$ cat src/rtl/pwrseq_pkg.sv
// Package: shared types and the release-step table of the power-up sequencer.
// Assumes control bit order port, pll, bandgap, vco, cap, io, cal (LSB first).
package pwrseq_pkg;

    localparam int NUM_CTL = 7;
    localparam int STEP_W  = 3;

    localparam int CTL_PORT = 0;
    localparam int CTL_PLL  = 1;
    localparam int CTL_BG   = 2;
    localparam int CTL_VCO  = 3;
    localparam int CTL_CAP  = 4;
    localparam int CTL_IO   = 5;
    localparam int CTL_CAL  = 6;

    typedef enum logic [1:0] {
        SEQ_IDLE = 2'd0,
        SEQ_DPD  = 2'd1,
        SEQ_WAIT = 2'd2
    } seq_state_t;

    // Step at which a control is first released; 7 means never.
    function automatic int release_step(input int idx);
        case (idx)
            CTL_IO:   return 2;
            CTL_BG:   return 3;
            CTL_PLL,
            CTL_VCO,
            CTL_CAP:  return 4;
            CTL_PORT: return 5;
            default:  return 7;
        endcase
    endfunction

endpackage

$ cat src/rtl/pwrseq_tick_timer.sv
// Module: down-counter in microsecond ticks.
// Loads a value, counts one down on each tick, and holds at zero.
// Assumes tick is a one-cycle pulse; a load wins over a tick in the same cycle.
module pwrseq_tick_timer #(
    parameter int CNT_W = 8
) (
    input  logic             clk,
    input  logic             rst_n,
    input  logic             load_i,
    input  logic [CNT_W-1:0] load_val_i,
    input  logic             tick_i,
    output logic             zero_o
);
    logic [CNT_W-1:0] cnt_q;

    // Counter update: load, else decrement on tick while non-zero.
    always_ff @(posedge clk) begin
        if (!rst_n) begin
            cnt_q <= '0;
        end else if (load_i) begin
            cnt_q <= load_val_i;
        end else if (tick_i && (cnt_q != '0)) begin
            cnt_q <= cnt_q - 1'b1;
        end
    end

    assign zero_o = (cnt_q == '0);

    // Once empty, the counter stays empty until reloaded (no wrap).
    p_no_wrap_r5: assert property (@(posedge clk) disable iff (!rst_n)
        (zero_o && !load_i) |=> zero_o);

endmodule

$ cat src/rtl/pwrseq_dpd_ctrl.sv
// Module: request/status handshake with the I/O deep-power-down controller.
// On go it raises request and sample enable (timing select applied).
// It checks the status every POLL_US ticks, reports ok at the first clear check,
// and reports fail after NUM_POLLS checks that are still busy.
// Assumes go only arrives while inactive.
module pwrseq_dpd_ctrl #(
    parameter int CNT_W     = 8,
    parameter int POLL_US   = 20,
    parameter int NUM_POLLS = 500,
    parameter int TIMSEL    = 10,
    parameter int TIMSEL_W  = 8
) (
    input  logic                clk,
    input  logic                rst_n,
    input  logic                go_i,
    input  logic                busy_i,
    input  logic                tick_i,
    output logic                req_o,
    output logic                sample_o,
    output logic [TIMSEL_W-1:0] timsel_o,
    output logic                ok_o,
    output logic                fail_o
);
    localparam int POLL_CNT_W = $clog2(NUM_POLLS + 1);

    logic                  active_q;
    logic [POLL_CNT_W-1:0] polls_q;
    logic                  tmr_zero;
    logic                  check;
    logic                  tmr_load;

    assign check    = active_q && tmr_zero;
    assign ok_o     = check && !busy_i;
    assign fail_o   = check && busy_i && (polls_q == POLL_CNT_W'(NUM_POLLS - 1));
    assign tmr_load = go_i || (check && busy_i && !fail_o);

    pwrseq_tick_timer #(.CNT_W(CNT_W)) u_poll_tmr (
        .clk        (clk),
        .rst_n      (rst_n),
        .load_i     (tmr_load),
        .load_val_i (CNT_W'(POLL_US)),
        .tick_i     (tick_i),
        .zero_o     (tmr_zero)
    );

    // Handshake activity and poll count.
    always_ff @(posedge clk) begin
        if (!rst_n) begin
            active_q <= 1'b0;
            polls_q  <= '0;
        end else if (go_i) begin
            active_q <= 1'b1;
            polls_q  <= '0;
        end else if (ok_o || fail_o) begin
            active_q <= 1'b0;
        end else if (check) begin
            polls_q  <= polls_q + 1'b1;
        end
    end

    assign req_o    = active_q;
    assign sample_o = active_q;
    assign timsel_o = active_q ? TIMSEL_W'(TIMSEL) : '0;

    // Sampling always carries the configured timing select.
    p_timsel_r2: assert property (@(posedge clk) disable iff (!rst_n)
        sample_o |-> (timsel_o == TIMSEL_W'(TIMSEL)));
    // A finished handshake drops the request on the next cycle.
    p_req_drop_r3: assert property (@(posedge clk) disable iff (!rst_n)
        (ok_o || fail_o) |=> !req_o);

endmodule

$ cat src/rtl/pwrseq_ctl_decode.sv
// Module: maps the current step to the seven power-down levels.
// A control is high while the step is below its release step.
// Assumes step is in the range 1..5.
module pwrseq_ctl_decode
    import pwrseq_pkg::*;
(
    input  logic [STEP_W-1:0]  step_i,
    output logic [NUM_CTL-1:0] ctl_o
);
    for (genvar g = 0; g < NUM_CTL; g++) begin : g_ctl
        // Per-line compare against its release step.
        assign ctl_o[g] = (int'(step_i) < release_step(g));
    end
endmodule

$ cat src/rtl/tx_pwrup_seq.sv
// Module: five-step transmitter power-up sequencer (top).
// Step 1 asserts all lines. Step 2 exits deep power-down through the handshake.
// Steps 2 to 4 each wait a tick count before the next release, and step 5
// releases the port. It skips when already powered or lane 0 is on.
// Assumes us_tick_i is a one-cycle pulse, at most every other cycle.
module tx_pwrup_seq
    import pwrseq_pkg::*;
#(
    parameter int WAIT_IO_US     = 15,
    parameter int WAIT_BG_US     = 25,
    parameter int WAIT_PLL_US    = 225,
    parameter int POLL_US        = 20,
    parameter int DPD_TIMEOUT_US = 10000,
    parameter int TIMSEL         = 10,
    parameter int TIMSEL_W       = 8
) (
    input  logic                clk,
    input  logic                rst_n,
    input  logic                start_i,
    input  logic                lane0_on_i,
    input  logic                dpd_busy_i,
    input  logic                us_tick_i,
    output logic                pd_port_o,
    output logic                pd_pll_o,
    output logic                pd_bg_o,
    output logic                pd_vco_o,
    output logic                pd_cap_o,
    output logic                pd_io_o,
    output logic                pd_cal_o,
    output logic                dpd_req_o,
    output logic                dpd_sample_o,
    output logic [TIMSEL_W-1:0] dpd_timsel_o,
    output logic                done_o,
    output logic                err_o
);
    localparam int MAX_A     = (WAIT_IO_US > WAIT_BG_US) ? WAIT_IO_US : WAIT_BG_US;
    localparam int MAX_B     = (WAIT_PLL_US > POLL_US) ? WAIT_PLL_US : POLL_US;
    localparam int MAX_WAIT  = (MAX_A > MAX_B) ? MAX_A : MAX_B;
    localparam int CNT_W     = $clog2(MAX_WAIT + 1);
    localparam int NUM_POLLS = DPD_TIMEOUT_US / POLL_US;

    seq_state_t         st_q, st_d;
    logic [STEP_W-1:0]  step_q, step_d;
    logic               powered_q, powered_d;
    logic               err_q, err_d;
    logic               done_q, done_d;
    logic               tmr_load;
    logic [CNT_W-1:0]   tmr_val;
    logic               tmr_zero;
    logic               dpd_go, dpd_ok, dpd_fail;
    logic               skip;
    logic [NUM_CTL-1:0] ctl;

    assign skip = powered_q || lane0_on_i;

    pwrseq_tick_timer #(.CNT_W(CNT_W)) u_step_tmr (
        .clk        (clk),
        .rst_n      (rst_n),
        .load_i     (tmr_load),
        .load_val_i (tmr_val),
        .tick_i     (us_tick_i),
        .zero_o     (tmr_zero)
    );

    pwrseq_dpd_ctrl #(
        .CNT_W     (CNT_W),
        .POLL_US   (POLL_US),
        .NUM_POLLS (NUM_POLLS),
        .TIMSEL    (TIMSEL),
        .TIMSEL_W  (TIMSEL_W)
    ) u_dpd (
        .clk      (clk),
        .rst_n    (rst_n),
        .go_i     (dpd_go),
        .busy_i   (dpd_busy_i),
        .tick_i   (us_tick_i),
        .req_o    (dpd_req_o),
        .sample_o (dpd_sample_o),
        .timsel_o (dpd_timsel_o),
        .ok_o     (dpd_ok),
        .fail_o   (dpd_fail)
    );

    pwrseq_ctl_decode u_dec (
        .step_i (step_q),
        .ctl_o  (ctl)
    );

    // Next-state, step advance, timer loads and handshake launch.
    always_comb begin
        st_d      = st_q;
        step_d    = step_q;
        powered_d = powered_q;
        err_d     = err_q;
        done_d    = 1'b0;
        tmr_load  = 1'b0;
        tmr_val   = '0;
        dpd_go    = 1'b0;
        case (st_q)
            SEQ_IDLE: begin
                if (start_i) begin
                    err_d = 1'b0;
                    if (skip) begin
                        done_d = 1'b1;
                    end else begin
                        step_d = STEP_W'(1);
                        dpd_go = 1'b1;
                        st_d   = SEQ_DPD;
                    end
                end
            end
            SEQ_DPD: begin
                if (dpd_ok) begin
                    step_d   = STEP_W'(2);
                    tmr_load = 1'b1;
                    tmr_val  = CNT_W'(WAIT_IO_US);
                    st_d     = SEQ_WAIT;
                end else if (dpd_fail) begin
                    err_d = 1'b1;
                    st_d  = SEQ_IDLE;
                end
            end
            SEQ_WAIT: begin
                if (tmr_zero) begin
                    case (step_q)
                        STEP_W'(2): begin
                            step_d   = STEP_W'(3);
                            tmr_load = 1'b1;
                            tmr_val  = CNT_W'(WAIT_BG_US);
                        end
                        STEP_W'(3): begin
                            step_d   = STEP_W'(4);
                            tmr_load = 1'b1;
                            tmr_val  = CNT_W'(WAIT_PLL_US);
                        end
                        default: begin
                            step_d    = STEP_W'(5);
                            powered_d = 1'b1;
                            done_d    = 1'b1;
                            st_d      = SEQ_IDLE;
                        end
                    endcase
                end
            end
            default: st_d = SEQ_IDLE;
        endcase
    end

    // State registers; reset holds every line powered down.
    always_ff @(posedge clk) begin
        if (!rst_n) begin
            st_q      <= SEQ_IDLE;
            step_q    <= STEP_W'(1);
            powered_q <= 1'b0;
            err_q     <= 1'b0;
            done_q    <= 1'b0;
        end else begin
            st_q      <= st_d;
            step_q    <= step_d;
            powered_q <= powered_d;
            err_q     <= err_d;
            done_q    <= done_d;
        end
    end

    assign pd_port_o = ctl[CTL_PORT];
    assign pd_pll_o  = ctl[CTL_PLL];
    assign pd_bg_o   = ctl[CTL_BG];
    assign pd_vco_o  = ctl[CTL_VCO];
    assign pd_cap_o  = ctl[CTL_CAP];
    assign pd_io_o   = ctl[CTL_IO];
    assign pd_cal_o  = ctl[CTL_CAL];
    assign done_o    = done_q;
    assign err_o     = err_q;

    // Calibration is never released.
    p_cal_held_r8: assert property (@(posedge clk) disable iff (!rst_n)
        pd_cal_o);
    // I/O stays down while the deep-power-down request is outstanding.
    p_io_waits_req_r3: assert property (@(posedge clk) disable iff (!rst_n)
        dpd_req_o |-> pd_io_o);
    // Bandgap is released only after the I/O line.
    p_bg_after_io_r5: assert property (@(posedge clk) disable iff (!rst_n)
        !pd_bg_o |-> !pd_io_o);
    // PLL, VCO and capacitor move together, after the bandgap.
    p_pll_group_r6: assert property (@(posedge clk) disable iff (!rst_n)
        (pd_pll_o == pd_vco_o) && (pd_vco_o == pd_cap_o) && (!pd_pll_o -> !pd_bg_o));
    // Port is released last.
    p_port_last_r7: assert property (@(posedge clk) disable iff (!rst_n)
        !pd_port_o |-> !pd_pll_o);
    // A run in progress never re-asserts a released line.
    p_monotonic_r10: assert property (@(posedge clk) disable iff (!rst_n)
        (st_q != SEQ_IDLE) |=> ((ctl & ~$past(ctl)) == '0));
    // A skipped start gives done at once and changes no line.
    p_skip_r9: assert property (@(posedge clk) disable iff (!rst_n)
        (st_q == SEQ_IDLE && start_i && skip) |=> (done_o && $stable(ctl) && !dpd_req_o));
    // An aborted run leaves every line asserted.
    p_abort_state_r4: assert property (@(posedge clk) disable iff (!rst_n)
        err_o |-> (&ctl && !done_o));

endmodule

$ cat config.mk
export PLATFORM = sky130hd
export DESIGN_NAME = tx_pwrup_seq
export DESIGN_NICKNAME = d
export VERILOG_FILES = /design/src/rtl/pwrseq_pkg.sv /design/src/rtl/pwrseq_tick_timer.sv /design/src/rtl/pwrseq_dpd_ctrl.sv /design/src/rtl/pwrseq_ctl_decode.sv /design/src/rtl/tx_pwrup_seq.sv
export SDC_FILE = /design/constraint.sdc
export NUM_CORES = 1
export LEC_CHECK = 0
export ABC_AREA = 1
export ABC_CLOCK_PERIOD_IN_PS = 1500
export CAP_MARGIN = 20
export CORE_UTILIZATION = 55
export CTS_CLUSTER_DIAMETER = 200
export CTS_CLUSTER_SIZE = 20
export DETAILED_ROUTE_END_ITERATION = 12
export DONT_BUFFER_PORTS = 1
export GPL_TIMING_DRIVEN = 0
export HOLD_SLACK_MARGIN = 0.08
export PLACE_DENSITY = 0.73
export SYNTH_ARGS = -nofsm -noshare
export SYNTH_HDL_FRONTEND = slang
export SYNTH_SLANG_ARGS = --single-unit
$ cat constraint.sdc
create_clock -name clk -period 1.5 [get_ports clk]
set_input_delay 0.3 -clock clk [delete_from_list [all_inputs] [get_ports clk]]
set_output_delay 0.3 -clock clk [all_outputs]
set_load 0.1 [all_outputs]
* Yosys cells after proc, flatten, opt, wreduce, memory -nomap -nowiden *
Cells that the tools add are included.

word-level totals
  input bits = 6
  logic and storage cells = 104
  flip-flop bits (word level) = 34
  output and inout port bits = 19

operators by class
  bitwise gates (word level) = 3
  reduce and logical (&&, ||, !) cells = 30
  muxes and demuxes = 40
  equality and inequality tests = 13
  $add $sub $neg = 3
  order comparisons = 5

operator list
  kind                                                                   number
  8-bit case mux with 2 select lines                                     2
  8-bit two-way mux                                                      3
  8-bit zero test                                                        2
  8-bit nonzero test                                                     2
  8-bit by 1-bit subtractor with 8-bit output, second input constant     2
  1-bit two-way mux                                                      15
  2-bit two-way mux                                                      6
  3-bit two-way mux                                                      4
  5-bit two-way mux                                                      2
  2-bit inequality test, second input constant                           5
  5-bit AND reduction                                                    2
  9-bit by 1-bit adder with 9-bit output, second input constant          1
  9-bit equality test, second input constant                             1
  3-bit < comparator, second input constant                              3
  3-bit case mux with 3 select lines                                     1
  4-bit two-way mux                                                      2
  2-bit nonzero test                                                     4
  1-bit logical AND                                                      7
  3-bit by 2-bit equality test with 1-bit output, second input constant  2
  3-bit by 2-bit < comparator with 1-bit output, second input constant   2
  1-bit case mux with 2 select lines                                     3
  2-bit case mux with 3 select lines                                     1
  3-bit case mux with 2 select lines                                     1
  2-bit OR reduction                                                     3
  other kinds (12)                                                       18

* Depth between registers and ports, before layout *
Gate-level depths: netlist of run 1.

  depth after elaboration = 8
  depth in mapped cells = 12
  depth with buffers taken out = 11

* Hierarchy *
From an unflattened synthesis of run 1, not the netlist that was laid out.

unflattened totals
  cell total of the unflattened synthesis = 410
  area total of the unflattened synthesis = 2483.6 um2

by module, submodules not included
  module             area an instance (um2)  instances  cells an instance
  pwrseq_tick_timer  600.6                   2          104
  pwrseq_dpd_ctrl    706.9                   1          109
  tx_pwrup_seq       538.0                   1          86
  pwrseq_ctl_decode  37.5                    1          7

* Worst setup path before layout of run 1 *
Ideal clock, no wire load.

  kind = register to output
  start point = register step_q[0]
  end point = output pd_port_o
  data arrival time = 2.468 ns
  data required time = 1.200 ns
  buffers on the path = 0
  slack = -1.268 ns
  cell stages (with the launch flop) = 2
  cells stage by stage = dfxtp_1 > o21ai_0

on the way
  cells in the longest elaborated chain, start to end = 1

RTL lines
  item                    RTL line                 source
  from (decl)             tx_pwrup_seq.sv:43       logic [STEP_W-1:0] step_q, step_d;
  from (signal assigned)  tx_pwrup_seq.sv:159      step_q <= step_d;
  3-bit < comparator      pwrseq_ctl_decode.sv:12  assign ctl_o[g] = (int'(step_i) < release_step(g));
  to (decl)               tx_pwrup_seq.sv:23       output logic pd_port_o,

Every way passes these cells.

* Worst setup path after layout of run 1 *
  start point = register step_q[2]
  end point = register u_step_tmr.cnt_q[0]

on the way
  cells in the longest elaborated chain, start to end = 6

RTL lines
  item                                                     RTL line                 source
  3-bit by 2-bit equality test with 1-bit output           tx_pwrup_seq.sv:125      case (step_q)
  2-bit OR reduction (no line)                             --
  1-bit two-way mux                                        tx_pwrup_seq.sv:125
  1-bit two-way mux                                        tx_pwrup_seq.sv:124      if (tmr_zero) begin
  1-bit case mux with 2 select lines                       tx_pwrup_seq.sv:99       case (st_q)
  8-bit two-way mux or 2-bit nonzero test (tied branches)  --
  to (signal assigned)                                     pwrseq_tick_timer.sv:21  cnt_q <= load_val_i;
  to (signal assigned)                                     pwrseq_tick_timer.sv:23  cnt_q <= cnt_q - 1'b1;
  to (decl)                                                pwrseq_tick_timer.sv:14  logic [CNT_W-1:0] cnt_q;

Several ways; a longest one is shown, not always the timed one.
A chain may end at the register's enable or synchronous reset.

==> out/metrics.cfg, run 1 <==
[status]
outcome=finished with violations
violations=setup timing

[clock_network]
cts_tree=done
cts_made_buffers=5
cts_root_buf=clkbuf_8
cts_sinks=34
hold_buffers=0
clock_latency_ns=0.29
clk_pin_slew_ns=0.07
cts-htree-levels=2
cts.path.max_buffers=2

[critical_path]
crit_path_start_kind=flip-flop
arrival_ns=2.06
max_stage_delay_ns=0.48
path_common_cell=nand2_4
crit_chain=clkinvlp_4 > nand2_4 > inv_2 > nand3_2 > nand2_4 > nand2_4 > buf_6 > nand3_2 > nand3_1 > inv_1
crit_slowest_cell=clkinvlp_4
worstSetupPathType=flip-flop to flip-flop
required_ns=1.69
critPathMaxFanout=5
worstSetupEndpointType=flip-flop

[sta]
setup_viol=34
fin_setup_tns_ns=-4.77
fmax_ghz=0.535
fin_ws_ns=-0.370
drv_slew=0
final_hold_viol_count=0
fin_hold_ws_ns=0.182
rsz0062_at_grt=true
skew_ns=0.00538
worst_pin_slew_ns=0.712
layout_min_cycle_time_ns=1.87
relSlewSlack_pct=52.3
min_period_over_period_pct=125

[power_and_ir_drop]
intPower_w=0.00234
clkPwrFrac_pct=15.0
powerDensity_mw_per_mm2=1480
switching_share_pct=47.1
p_leak_nw=1.30
seqPwrFrac_pct=31.0
switchingPower_w=0.00208
ir_worst_vdd_mv=0.825
combPwrFrac_pct=54.1

[cells_and_area]
postLayoutCoreUtil_pct=80.4
fin_cells=405
drive_above_1_share_pct=43.1
finalNetCount=371
diodes=0
area_growth_pct=37.7

[floorplanning]
fp.dieH_um=64.8
row_count=22
initial_utilization_pct=58.4
core_mm2=0.00372
dieArea_mm2=0.00420
io_pins=25
die_w_um=64.8

[synth]
synthesis.instances=318
ys.warnings.count=0
synth_seq_cells=34
syn_area_mm2=0.00217
yosysSeqAreaShare_pct=31.4
synth_area_per_cell_um2=6.82
synth_cell_types=32

[placement]
routabilityCongestion=0.819
pre_cts_slack_ns=-0.387
io_buffers=0
place_hpwl_mm=3.06
placed_cells=371

[detailed_routing]
dr.pass1.iters=4
drt_iter0_drc=154
vias_per_cell=5.38
ant_nets=0
routed_wirelength_mm=5.87
drc_errors=0
wire_per_inst_um=14.5
num_vias=2178

[global_routing]
grt_max_degree=11
grt_overflow_total=0
grtUsageTotal_pct=25.0
grt_pass1_wl_mm=8.08
antenna_found_initial=0
grt_pass1_vias=1859

[flow_run]
max_cap_violations=0

[min_path]
hp-class=primary input to flip-flop

-- state kept, by name (all words and copies together) (netlist names) --
register	count
u_dpd.req_o	1
u_dpd.u_poll_tmr.cnt_q	8
step_q	3
done_o	1
st_q	2
powered_q	1
u_step_tmr.cnt_q	8
u_dpd.polls_q	9
err_o	1
-- cell usage after synthesis --
cell / number / area (um2)
a21oi_1: 23 / 115
a21oi_2: 1 / 8.76
a31oi_1: 1 / 6.26
buf_2: 1 / 5.00
buf_4: 11 / 82.6
buf_6: 1 / 11.3
clkinv_1: 2 / 7.51
conb_1: 1 / 3.75
dfxtp_1: 34 / 681
ha_1: 8 / 100
inv_1: 41 / 154
inv_4: 1 / 6.26
nand2_1: 67 / 251
nand2_2: 4 / 25.0
nand2_4: 2 / 22.5
nand3_1: 23 / 115
nand3_2: 1 / 10.0
nand3b_1: 2 / 15.0
nand4_1: 5 / 31.3
nand4_4: 1 / 21.3
nor2_1: 43 / 161
nor2_2: 3 / 18.8
nor2_4: 3 / 33.8
nor2_8: 1 / 20.0
nor3_1: 7 / 35.0
o211ai_1: 1 / 7.51
o21ai_0: 10 / 50.1
o21ai_2: 1 / 8.76
o22ai_1: 1 / 6.26
or2_0: 1 / 6.26
xnor2_1: 5 / 43.8
xor2_1: 12 / 105
-- final cells by class --
class | instances | area (um2)
tap | 48 | 60.1
timing repair inverter | 1 | 3.75
fill | 222 | 729
clock buffer | 5 | 68.8
buffer | 13 | 129
sequential | 34 | 708
inverter | 44 | 175
timing repair buffer | 25 | 206
multi-input combinational | 233 | 1630
clock inverter | 2 | 10.0
-- cells by family (layout without fill, tap and decap cells) --
| family | Yosys count | after routing | share of synthesized area, % |
|---|---|---|---|
| DFF | 34 | 34 | 31.4 |
| buffers and inverters | 57 | 90 | 12.3 |
| other | 1 | 6 | 0.173 |
| xor gates and xnor gates | 17 | 17 | 6.86 |
| adders and majority gates | 8 | 8 | 4.61 |
| AOI/OAI and AO/OA | 38 | 39 | 9.34 |
| and+or+nand+nor | 163 | 163 | 35.4 |
-- layout by cell type (no fill, tap or decap), types with 6 or more instances in the layout --
cell type / netlist / routed
a21oi_2: 1 / 15
nand3_1: 23 / 12
inv_1: 41 / 32
o21ai_0: 10 / 6
nand2_2: 4 / 12
conb_1: 1 / 6
nor3_1: 7 / 6
nand2_4: 2 / 8
dfxtp_2: 0 / 13
buf_4: 11 / 26
nor2_1: 43 / 31
nand2_1: 67 / 51
inv_2: 0 / 9
nor2_4: 3 / 10
nor2_2: 3 / 8
dfxtp_1: 34 / 18
nand3_2: 1 / 10
a21oi_1: 23 / 7
buf_6: 1 / 8
xor2_1: 12 / 12
-- routing by layer --
metal | GRT usage [%] | up-vias | routed length (um)
li1 | - | 1076 | -
met1 | 28.9 | 1017 | 2380
met2 | 44.8 | 73 | 3140
met3 | 5.11 | 12 | 261
met4 | 8.89 | 0 | 93
met5 | 0 | - | 0
-- worst paths after layout --
path	slack, ns	startpoint	to	cells after the start
setup / recovery	-0.37	step_q[2]$_SDFFE_PN0P_	u_step_tmr.cnt_q[0]$_SDFFE_PN0P_	10
hold / removal	0.18	start_i	done_o$_SDFF_PN0_	2
setup reg to reg	-0.37	step_q[2]$_SDFFE_PN0P_	u_step_tmr.cnt_q[0]$_SDFFE_PN0P_	10
hold reg to reg	0.49	u_dpd.u_poll_tmr.cnt_q[0]$_SDFFE_PP0P_	u_dpd.u_poll_tmr.cnt_q[0]$_SDFFE_PP0P_	2
-- per-stage QoR --
| stage | total power (W) | area [um2] |
|---|---|---|
| 2_1_floorplan | 0.00284 | 2210 |
| 3_3_place_gp | 0.00304 | 2270 |
| 3_5_place_dp | 0.00308 | 2270 |
| 4_1_cts | 0.00393 | 2600 |
| 5_1_grt | 0.00469 | 2990 |
| 6_report | 0.00442 | 2990 |
-- worst max-delay path, delay by kind of cell (launching register included) --
kind / cells / cell delay, ns
buffers and inverters: 4 / 0.73
AND/OR/NAND/NOR: 6 / 0.65
flip-flops: 1 / 0.38
-- timing repair --
item / 4_1_cts / 5_1_grt
gates resized for setup: 48 / 79
cloned: 3 / 0
buffers inserted: 10 / 14
setup endpoints to repair: 42 / 41
pin swaps: 11 / 20
-- power groups by stage --
stage | registers (W) | logic (W) | clock network [W]
detailed placement | 0.00133 | 0.00175 | 0
global placement | 0.00132 | 0.00172 | 0
CTS | 0.00133 | 0.00193 | 0.000669
finish | 0.00137 | 0.00239 | 0.000661
global route | 0.00139 | 0.00261 | 0.000698
floorplan | 0.00129 | 0.00155 | 0
No activity file was read; power rests on OpenSTA's default activity.
==> inputs of run 2 (changes only) <==
Settings changed: ABC_AREA 1 to default.
==> run 2 against run 1 <==
Net effect: the run still ends with setup timing left; routed wire length rose by 11%; global-route usage increased by 4.1 points; sequential share of layout area fell by 0.20 points; register-to-register slack got worse by 0.31 ns; maximum frequency down 14%; power increased by 43%; via count decreased by 1.9%; first-iteration DRC count increased by 35%; critical path type unchanged; critical endpoint is now step_q[0]$_SDFFE_PN1P_; largest cell class unchanged.
==> out/metrics.cfg, run 2 <==
[clock_network]
cts_tree=done
cts-htree-levels=2  ; unchanged
cts_root_buf=clkbuf_4
cts_made_buffers=5  ; unchanged
clk_pin_slew_ns=0.14  ; +0.07 ns
cts_sinks=34  ; unchanged
cts.path.max_buffers=2  ; unchanged
clock_latency_ns=0.37  ; +0.08 ns

[floorplanning]
row_count=21  ; -4.5%
io_pins=25  ; unchanged
die_w_um=62.6  ; -3.5%
fp.dieH_um=62.6  ; -3.5%
dieArea_mm2=0.00391  ; -6.8%
initial_utilization_pct=59.0  ; +0.66 points
core_mm2=0.00342  ; -8.1%

[synth]
synthesis.instances=244  ; -23%
synth_seq_cells=34  ; unchanged
synth_common_cells=34 x dfxtp_1, 28 x nor2_1, 16 x a21oi_1
synth_cell_types=51  ; +59%
yosys-top-cells-area=dfxtp_1 34%, nor2_1 5.2%, ha_1 5.0%
synth_edf_count=0  ; unchanged
ys.warnings.count=0  ; unchanged
syn_area_mm2=0.00202  ; -7.0%
synth_top_area_share_pct=33.7  ; +2.4 points
synth_async_sr_flop_share_pct=0  ; unchanged
synth_ff_type=dfxtp_1
yosysSeqAreaShare_pct=33.7  ; +2.4 points
yosysMostFrequentCell=dfxtp_1
synth_area_per_cell_um2=8.27  ; +21%
synth_area_leader_cell=dfxtp_1

[flow_run]
max_cap_violations=0  ; unchanged

[cells_and_area]
area_growth_pct=54.3
final_common_cell=buf_4
final_cell_mix=38 x buf_4, 17 x nor2_1, 15 x buf_6
postLayoutCoreUtil_pct=91.1  ; +11 points
drive_above_1_share_pct=54.2  ; +11 points
finalNetCount=312  ; -16%
reg_top3=u_dpd.polls_q (9), u_dpd.u_poll_tmr.cnt_q (8), u_step_tmr.cnt_q (8)
largest_reg_flops=9  ; unchanged
regMostFlops=u_dpd.polls_q
nFillCells=136  ; -39%
fin_cells=345  ; -15%
diodes=0  ; unchanged

[detailed_routing]
drc_errors=0  ; unchanged
dr.pass1.iters=5  ; +1
ant_nets=0  ; unchanged
routed_wirelength_mm=6.54  ; +11%
drt_iter0_drc=208  ; +35%
wire_per_inst_um=18.9  ; +31%
vias_per_cell=6.19  ; +15%
num_vias=2136  ; -1.9%

[power_and_ir_drop]
combPwrFrac_pct=60.2  ; +6.1 points
switchingPower_w=0.00279  ; +34%
ir_worst_vdd_mv=1.66  ; +100%
clkPwrFrac_pct=14.2  ; -0.8 points
intPower_w=0.00353  ; +51%
seqPwrFrac_pct=25.6  ; -5.4 points
p_leak_nw=1.21  ; -7.1%
powerDensity_mw_per_mm2=2030  ; +37%
switching_share_pct=44.1  ; -2.9 points

[sta]
rsz0062_at_grt=true
worst_pin_slew_ns=0.740  ; +0.0282 ns
fin_ws_ns=-0.677  ; -0.307 ns
final_hold_viol_count=0  ; unchanged
layout_min_cycle_time_ns=2.18  ; +0.307 ns
fmax_ghz=0.459  ; -14%
min_period_over_period_pct=145  ; +20 points
skew_ns=0.0225  ; +0.0171 ns
relSlewSlack_pct=50.6  ; -1.7 points
setup_viol=44  ; +29%
drv_slew=0  ; unchanged

[status]
outcome=finished with violations
violations=setup timing

[min_path]
hp-class=primary input to flip-flop

[critical_path]
crit_slowest_cell=dfxtp_4
worstSetupEndpointType=flip-flop
arrival_ns=2.43  ; +0.37 ns
max_stage_delay_ns=0.61  ; +0.13 ns
required_ns=1.76  ; +0.07 ns
crit_chain=or4bb_4 > o31ai_4 > nand4_1 > o311ai_1
critPathBufInv=0  ; -4
crit_path_start_kind=flip-flop
crit_family=simple AND/OR/NAND/NOR gates
rrSetupSlack_ns=-0.68  ; -0.31 ns
critPathMaxFanout=8  ; +3
worstSetupPathType=flip-flop to flip-flop

[global_routing]
grtUsageTotal_pct=29.0  ; +4.1 points
grt_max_degree=13  ; +2
grt_overflow_total=0  ; unchanged
antenna_found_initial=0  ; unchanged
grt_pass1_vias=1924  ; +3.5%
grt_pass1_wl_mm=9.04  ; +12%

[placement]
routabilityCongestion=0.853  ; +4.2%
place_hpwl_mm=3.04  ; -0.39%
pre_cts_slack_ns=-0.532  ; -0.144 ns
io_buffers=0  ; unchanged
placed_cells=295  ; -20%

[run 2: kinds of logic after synthesis]
| kind of cell | synth area share (%) |
|---|---|
| other | 0.186 |
| adders and majority gates | 4.96 |
| muxes | 2.05 |
| AOI/OAI and AO/OA | 15.0 |
| and+or+nand+nor | 28.0 |
| xor gates and xnor gates | 6.95 |
| DFF | 33.7 |
| buffers and inverters | 9.18 |
[run 2: worst paths after layout]
path                                                from                     end  depth (start not counted)
worst min register to register      st_q[0]$_SDFFE_PN0P_    st_q[0]$_SDFFE_PN0P_                          2
worst min-delay path                          dpd_busy_i    st_q[1]$_SDFFE_PN0P_                          3
worst max-delay path            u_dpd.req_o$_SDFFE_PN0P_  step_q[0]$_SDFFE_PN1P_                          4
worst max register to register  u_dpd.req_o$_SDFFE_PN0P_  step_q[0]$_SDFFE_PN1P_                          4
[run 2: power by group through the flow]
stage / Clock (W) / Sequential [W] / Combinational, W
floorplan: 0 / 0.00147 / 0.00210
global placement: 0 / 0.00152 / 0.00239
detailed placement: 0 / 0.00153 / 0.00242
CTS: 0.000886 / 0.00156 / 0.00300
global route: 0.000934 / 0.00165 / 0.00402
finish: 0.000898 / 0.00161 / 0.00380
[run 2: timing repair]
action                     4_1_cts  5_1_grt
pin swaps                       27       32
resized for setup               60       39
hold endpoints to repair         1        0
hold buffers                     1        0
setup endpoints to repair       45       44
buffers inserted                27       18
[run 2: area by class of cell]
| class | instances | area [um2] | share of cell area [%] |
|---|---|---|---|
| clock inverter | 3 | 68.8 | 2.21 |
| tap | 46 | 57.6 | 1.85 |
| timing repair buffer | 45 | 414 | 13.3 |
| clock buffer | 5 | 37.5 | 1.21 |
| inverter | 13 | 52.6 | 1.69 |
| buffer | 16 | 151 | 4.86 |
| multi-input combinational | 183 | 1600 | 51.4 |
| sequential | 34 | 732 | 23.5 |
[run 2: routing by layer]
layer	routed length, um	vias to the layer above	global-route usage, %	share of wire [%]
li1	-	972	-	-
met1	2780	1012	37.6	43
met2	3140	119	48.1	48
met3	376	33	5.29	5.8
met4	244	0	10.2	3.7
met5	0	-	0	0
[run 2: worst register-to-register path, delay by kind of cell (launching register included)]
family | cells | cell delay, ns
compound gates | 2 | 0.60
flops | 1 | 0.61
simple gates | 2 | 0.85
[run 2: per-stage QoR]
step | total power [W] | hold WS, ns | instance area [um2] | setup TNS, ns
finish | 0.00631 | 0.101 | 3110 | -14.10
global route | 0.00661 | 0.123 | 3110 | -16.74
CTS | 0.00544 | 0.111 | 2830 | -11.28
detailed placement | 0.00395 | 0.433 | 2280 | -10.87
global placement | 0.00391 | 0.420 | 2280 | -10.43
floorplan | 0.00357 | 0.415 | 2220 | -5.87
